===== config.mk =====
export PLATFORM = sky130hd
export DESIGN_NAME = mux_bus_slave
export DESIGN_NICKNAME = d
export VERILOG_FILES = /design/src/rtl/mbs_pkg.sv /design/src/rtl/mbs_sync.sv /design/src/rtl/mbs_addr_latch.sv /design/src/rtl/mbs_strobe_dec.sv /design/src/rtl/mux_bus_slave.sv
export SDC_FILE = /design/constraint.sdc
export NUM_CORES = 1
export LEC_CHECK = 0
export ABC_AREA = 1
export ABC_CLOCK_PERIOD_IN_PS = 1600
export BUFFER_PORTS_ARGS = -buffer_cell sky130_fd_sc_hd__buf_2
export CORE_UTILIZATION = 45
export DETAILED_ROUTE_END_ITERATION = 10
export PLACE_DENSITY = 0.7
export SLEW_MARGIN = 20
export SYNTH_ARGS = -nofsm -noshare
export SYNTH_HDL_FRONTEND = slang
export SYNTH_SLANG_ARGS = --single-unit
export TNS_END_PERCENT = 1

===== constraint.sdc =====
create_clock -name clk -period 1.6 [get_ports clk]
set_input_delay 0.32 -clock clk [delete_from_list [all_inputs] [get_ports clk]]
set_output_delay 0.32 -clock clk [all_outputs]
set_load 0.005 [all_outputs]

===== src/rtl/mbs_pkg.sv =====
package mbs_pkg;
   typedef enum logic {
      TIMING_INTEL = 1'b0,
      TIMING_MOTO  = 1'b1
   } timing_e;

   typedef struct packed {
      logic as_l;
      logic ds_l;
      logic rw_l;
      logic csn_l;
      logic pf_l;
      logic mot_l;
   } ctl_pins_t;

   localparam int CTL_W = $bits(ctl_pins_t);
endpackage


===== src/rtl/mbs_sync.sv =====
module mbs_sync #(
   parameter int W      = 1,
   parameter int STAGES = 2
) (
   input  logic         clk,
   input  logic         rst_n,
   input  logic [W-1:0] d,
   output logic [W-1:0] q
);
   logic [W-1:0] st [STAGES];

   for (genvar i = 0; i < STAGES; i++) begin : g_stage
      if (i == 0) begin : g_first
         always_ff @(posedge clk or negedge rst_n)
            if (!rst_n) st[0] <= '0;
            else        st[0] <= d;
      end else begin : g_next
         always_ff @(posedge clk or negedge rst_n)
            if (!rst_n) st[i] <= '0;
            else        st[i] <= st[i-1];
      end
   end

   assign q = st[STAGES-1];
endmodule


===== src/rtl/mbs_addr_latch.sv =====
module mbs_addr_latch #(
   parameter int ADDR_W = 7
) (
   input  logic              clk,
   input  logic              rst_n,
   input  logic              as_s,
   input  logic [ADDR_W-1:0] ad_lo,
   input  logic              consume,
   output logic [ADDR_W-1:0] addr,
   output logic              vld
);
   logic as_d;
   logic as_fall, as_rise;

   assign as_fall = as_d & ~as_s;
   assign as_rise = ~as_d & as_s;

   always_ff @(posedge clk or negedge rst_n) begin
      if (!rst_n) begin
         as_d <= 1'b0;
         addr <= '0;
         vld  <= 1'b0;
      end else begin
         as_d <= as_s;
         if (as_rise) begin
            addr <= '0;
            vld  <= 1'b0;
         end else if (as_fall) begin
            addr <= ad_lo;
            vld  <= 1'b1;
         end else if (consume) begin
            vld  <= 1'b0;
         end
      end
   end
endmodule


===== src/rtl/mbs_strobe_dec.sv =====
module mbs_strobe_dec #(
   parameter int DATA_W = 8
) (
   input  logic              clk,
   input  logic              rst_n,
   input  logic              mot_s,
   input  logic              ds_s,
   input  logic              rw_s,
   input  logic              csn_s,
   input  logic              pf_s,
   input  logic              vld,
   input  logic [DATA_W-1:0] ad_s,
   output logic              wr_en,
   output logic [DATA_W-1:0] wr_data,
   output logic              rd_en,
   output logic              ad_oe,
   output logic              phase_end
);
   import mbs_pkg::*;

   logic              ds_d, rw_d, drive_d;
   logic [DATA_W-1:0] ad_d;
   logic              wr_edge, drive, granted;

   always_comb begin
      if (timing_e'(mot_s) == TIMING_MOTO) begin
         wr_edge = ds_d & ~ds_s & ~rw_d;
         drive   = ds_s & rw_s;
      end else begin
         wr_edge = ~rw_d & rw_s;
         drive   = ~ds_s & rw_s;
      end
   end

   assign granted   = vld & ~csn_s & ~pf_s;
   assign phase_end = wr_edge | (drive_d & ~drive);

   always_ff @(posedge clk or negedge rst_n) begin
      if (!rst_n) begin
         ds_d    <= 1'b0;
         rw_d    <= 1'b0;
         drive_d <= 1'b0;
         ad_d    <= '0;
         wr_en   <= 1'b0;
         wr_data <= '0;
         rd_en   <= 1'b0;
         ad_oe   <= 1'b0;
      end else begin
         ds_d    <= ds_s;
         rw_d    <= rw_s;
         drive_d <= drive;
         ad_d    <= ad_s;
         wr_en   <= wr_edge & granted;
         if (wr_edge & granted) wr_data <= ad_d;
         rd_en   <= drive & granted & ~ad_oe;
         ad_oe   <= drive & granted;
      end
   end
endmodule


===== src/rtl/mux_bus_slave.sv =====
module mux_bus_slave #(
   parameter int DATA_W      = 8,
   parameter int ADDR_W      = 7,
   parameter int SYNC_STAGES = 2
) (
   input  logic              clk,
   input  logic              rst_n,
   input  logic              pfail,
   input  logic              mot,
   input  logic              as_i,
   input  logic              ds_i,
   input  logic              rw_i,
   input  logic              cs_n,
   input  logic [DATA_W-1:0] ad_in,
   output logic [DATA_W-1:0] ad_out,
   output logic              ad_oe,
   output logic [ADDR_W-1:0] addr,
   output logic              wr_en,
   output logic [DATA_W-1:0] wr_data,
   output logic              rd_en,
   input  logic [DATA_W-1:0] rd_data
);
   import mbs_pkg::*;

   if (ADDR_W < 1 || ADDR_W >= DATA_W) begin : g_bad_addr_w
      $error("ADDR_W must be at least 1 and below DATA_W");
   end
   if (SYNC_STAGES < 1) begin : g_bad_sync
      $error("SYNC_STAGES must be at least 1");
   end

   ctl_pins_t         pins_raw, pins_s;
   logic [DATA_W-1:0] ad_s;
   logic              addr_vld, phase_end, pf_s;

   assign pins_raw = '{as_l: as_i, ds_l: ds_i, rw_l: rw_i,
                       csn_l: cs_n, pf_l: pfail, mot_l: mot};

   mbs_sync #(.W(CTL_W), .STAGES(SYNC_STAGES)) u_sync_ctl (
      .clk(clk), .rst_n(rst_n), .d(pins_raw), .q(pins_s));

   mbs_sync #(.W(DATA_W), .STAGES(SYNC_STAGES)) u_sync_ad (
      .clk(clk), .rst_n(rst_n), .d(ad_in), .q(ad_s));

   assign pf_s = pins_s.pf_l;

   mbs_addr_latch #(.ADDR_W(ADDR_W)) u_alat (
      .clk(clk), .rst_n(rst_n), .as_s(pins_s.as_l),
      .ad_lo(ad_s[ADDR_W-1:0]), .consume(phase_end),
      .addr(addr), .vld(addr_vld));

   mbs_strobe_dec #(.DATA_W(DATA_W)) u_sdec (
      .clk(clk), .rst_n(rst_n), .mot_s(pins_s.mot_l), .ds_s(pins_s.ds_l),
      .rw_s(pins_s.rw_l), .csn_s(pins_s.csn_l), .pf_s(pf_s), .vld(addr_vld),
      .ad_s(ad_s), .wr_en(wr_en), .wr_data(wr_data), .rd_en(rd_en),
      .ad_oe(ad_oe), .phase_end(phase_end));

   assign ad_out = ad_oe ? rd_data : '0;
endmodule


; Word level (Yosys, flattened, before mapping)
; Index checks and enable logic that the tools add are counted.
[word_totals]
reg_bits = 59
[classes]
mux = 8
bitwise_logic = 22
n_reduce_logical = 2
[ops]
columns = op, count
row1 = $mux W7, 2
row2 = $and A1 B1 Y1, 13
row3 = $mux W8, 1
row4 = $not A1 Y1, 8
row5 = $mux W1, 5
row6 = $reduce_bool A3 Y1, 1
row7 = $reduce_bool A2 Y1, 1
row8 = $or A1 B1 Y1, 1

; Depth between registers and ports, before layout
[depth]
ltp_word = 9
mapped_depth = 8

; Cells and area by module
; From an unflattened synthesis, not the netlist that was laid out.
[unflattened]
hier_cells = 167
hier_area_um2 = 2044.5
[by_module_without_submodules]
columns = module, n_inst, cells_per_inst, area_each_um2, seq_area_each_um2
row1 = mbs_strobe_dec, 1, 68, 799.5, 550.5
row2 = mbs_sync at u_sync_ad, 1, 24, 460.4, 400.4
row3 = mbs_addr_latch, 1, 40, 374.1, 225.2
row4 = mbs_sync at u_sync_ctl, 1, 18, 345.3, 300.3
row5 = mux_bus_slave, 1, 17, 65.1, 0.0

; Worst setup path before layout
; No wires, ideal clock.
[synth_path]
path_type = reg2reg
startpoint = register u_alat.as_d
endpoint = register u_alat.addr[0]
setup_ns = 0.083
arrival_ns = 1.162
setup_slack_ns = 0.356
stages_incl_launch_ff = 6
path_buffers = 1
path_cell_list = dfrtp_1 -> inv_1 -> ha_1 -> buf_2 -> or2_4 -> o21ai_0
[synth_via]
elab_chain_len = 3
elab_cells_between_ends = 5
classes_between = mux (1) / bitwise (3) / reduce/logical (1)
[synth_rtl]
columns = element, line_no
row1 = "start, declared", mbs_addr_latch.sv:12  ; logic as_d;
row2 = "start signal, assigned", mbs_addr_latch.sv:24  ; as_d <= as_s;
row3 = $not A1 Y1, mbs_addr_latch.sv:16  ; assign as_rise = ~as_d & as_s;
row4 = $and A1 B1 Y1, mbs_addr_latch.sv:16
row5 = $mux W7 or $reduce_bool A2 Y1 (tied branches), n/a
row6 = "end signal, assigned", mbs_addr_latch.sv:29  ; addr <= ad_lo;
row7 = "end, declared", mbs_addr_latch.sv:9  ; output logic [ADDR_W-1:0] addr,
; Several ways; a longest one is shown, not always the timed one.
; A chain may end at the register's enable or synchronous reset.

; Worst setup path in the final report
[layout_path]
startpoint = register u_sdec.ad_oe
endpoint = output port ad_out[5]
[layout_via]
elab_chain_len = 1
[layout_rtl]
columns = element, line_no
row1 = "start, declared", mbs_strobe_dec.sv:16  ; output logic ad_oe,
row2 = "start signal, assigned", mbs_strobe_dec.sv:56  ; ad_oe <= drive & granted;
row3 = $mux W8, mux_bus_slave.sv:58  ; assign ad_out = ad_oe ? rd_data : '0;
row4 = "end, declared", mux_bus_slave.sv:15  ; output logic [DATA_W-1:0] ad_out,
; Every way passes these cells.

==> results.toml <==
[routing]
detail-route-antenna-nets = 0
wl_per_cell_um = 10.6
wirelength_um = 2790
vias = 1153
drtIter0Drc = 50
dr.pass1.iters = 4
drc = 0
routed_via_density = 4.38

[clock_tree]
cts_tree = "done"
post-cts-setup-buffers = 0
htreeDepth = 3
clock_path_buffers = 2
cts_num_sinks = 59
path_clk_slew_ns = 0.06
clk_latency_ns = 0.32
cts-root-buf = "clkbuf_8"
numCtsBuffers = 9

[min_path]
min_path_type = "in -> reg"

[layout]
diodes = 0
drive_gt1_share_pct = 32.4
multi_input_comb_area_um2 = 312
seqCellArea_um2 = 1480
finalNonFillerCells = 263
final_area_um2 = 2390
areaGrowthSynthToFinish_pct = 26.3
fin_nets = 235
n_fill_cell = 345

[timing]
worstMarginPinSlew_ns = 0.465
finalMaxSlewViolations = 0
skew_ns = 0.00447
hold_viol = 0
setup_tns_ns = 0
slew_headroom_pct = 68.9
period_minus_slack_ns = 1.41
setup_violations = 0
rsz0062_at_grt = "no"
final.period_utilization_pct = 87.8
holdWs_ns = 0.102
fmax_mhz = 711

[yosys]
postSynthNetCount = 176
synth_cell_type_count = 18
yosysSeqAreaShare_pct = 77.9
syn_inst = 150
syn_avg_cell_area_um2 = 12.6
yosys_warnings = 0
synth_seq_cells = 59
synth_area_um2 = 1900

[floorplanning]
die_y_um = 66.9
start_util_pct = 47.0
core-area_um2 = 4030
io_pins = 50
rows = 23
dieArea_um2 = 4480
die_x_um = 66.9

[power]
p_per_area_nw_per_um2 = 1290
ir_worst_vdd_v = 0.000620
p_leak_nw = 1.35

[placed_design]
numPortBuffers = 49
placedCellCount = 247
hpwlAfterDp_um = 1900
place_area_um2 = 2210
finalWeightedCongestion = 0.717

[grt]
grt_overflow = 0
grt_max_degree = 60
grt_pass1_vias = 1065
grt_first_pass_wirelength_um = 4620
grt_usage_pct = 15.3
grt_antenna_before_repair = 0

[setup_path]
path_cells = "nand2_1, inv_1, buf_2"
cp.required_ns = 1.28
arrival_ns = 1.09
startpoint_type = "flop"
worst-setup-path-type = "reg -> out"
crit_fanout = 10
max_stage_delay_ns = 0.49
endpoint_kind = "output port"
cpMaxStageDelayCell = "dfrtp_1"

[job]
drv_cap = 0

[run_status]
status = "complete, no violations"
kinds of logic (layout without fill, tap and decap cells):
logic type	after synthesis	after routing	share of synthesized area (%)
buffers and inverters	26	89	5.68
AOI/OAI and AO/OA	15	15	3.96
adders and majority gates	2	2	1.32
and+or+nand+nor	48	48	11.2
DFF	59	59	77.9
placed cells by master (no fill, tap or decap), types with 2 or more instances in the layout:
cell type	netlist	layout
nand2_1	38	38
clkinv_2	0	2
inv_1	22	22
dfrtp_1	59	59
ha_1	2	2
nand3_1	2	2
o21ai_1	8	8
clkbuf_8	0	12
o21ai_0	7	7
buf_2	2	49
metrics by stage:
step | setup slack [ns] | util [%] | power, mW
floorplan | 0.356 | - | 1.78
global placement | 0.341 | 54.8 | 1.93
detailed placement | 0.302 | 54.8 | 1.94
CTS | 0.154 | 59.4 | 3.13
global route | 0.0668 | 59.4 | 3.24
finish | 0.195 | 59.4 | 3.08
metal layers:
layer / routed length, µm / up-vias / track usage (%)
met5: 0 / - / 0
met4: 40 / 0 / 10.4
met3: 182 / 6 / 6.68
met2: 1320 / 43 / 23.0
met1: 1240 / 531 / 17.5
li1: - / 573 / -
cell type report:
| class | instances | area share [%] |
|---|---|---|
| well taps | 50 | 2.61 |
| multi-input cells | 65 | 13.0 |
| clock buffers | 13 | 7.05 |
| clock inverters | 2 | 0.418 |
| inverters | 22 | 3.45 |
| flip-flops and latches | 59 | 61.7 |
| repair buffers | 52 | 11.8 |
cell usage after synthesis:
cell type   n  area share (%)
nand3_1     2            0.53
inv_1      22             4.4
buf_6       1            0.59
nand4_1     1            0.33
dfrtp_1    59              78
ha_1        2             1.3
nand3b_1    1            0.40
nor2_1      1            0.20
clkbuf_1    1            0.20
o21ai_1     8             2.1
or2_4       1            0.46
o21ai_0     7             1.8
nor3_1      1            0.26
nand3_2     1            0.53
buf_2       2            0.53
nor2_4      1            0.59
nand2_1    38             7.5
nand2_2     1            0.33
critical path: cells and delay by family, from the launching register on:
family        cells  cell delay (ns)
flops             1             0.49
buf+inv           2             0.16
simple gates      1             0.11
worst paths after layout:
path	start	endpoint	slack, ns	depth (start not counted)
max	u_sdec.ad_oe	ad_out[5]	0.19	3
min	ad_in[4]	u_sync_ad.st[12]	0.10	1
max reg2reg	u_sync_ctl.q[2]	u_sdec.wr_data[6]	0.31	4
min reg2reg	u_sync_ctl.st[8]	u_sync_ctl.q[2]	0.34	0
max in group asynchronous	rst_n	u_alat.addr[2]	0.83	3
min in group asynchronous	rst_n	u_sync_ctl.st[10]	0.53	3
report_power, final:
group / internal [mW] / total (mW) / switching [mW]
combinational: 0.112 / 0.240 / 0.128
sequential: 1.61 / 1.67 / 0.0523
clock: 0.675 / 1.17 / 0.499
flip-flops by register name (all words and copies together), names as in the netlist:
register        flops
u_sdec.ad_d         8
u_sync_ctl.st       6
u_sdec.wr_en        1
u_sdec.ad_oe        1
u_sdec.ds_d         1
u_sdec.wr_data      8
u_sync_ad.st        8
u_alat.addr         7
u_sdec.rd_en        1
u_sdec.drive_d      1
u_sync_ctl.q        6
u_sdec.rw_d         1
u_alat.as_d         1
u_sync_ad.q         8
u_alat.vld          1
timing repair:
item                      CTS  global route
resized for setup           0             0
hold endpoints to repair   59             0
hold buffers                1             0
(Power assumes the default switching activity.)
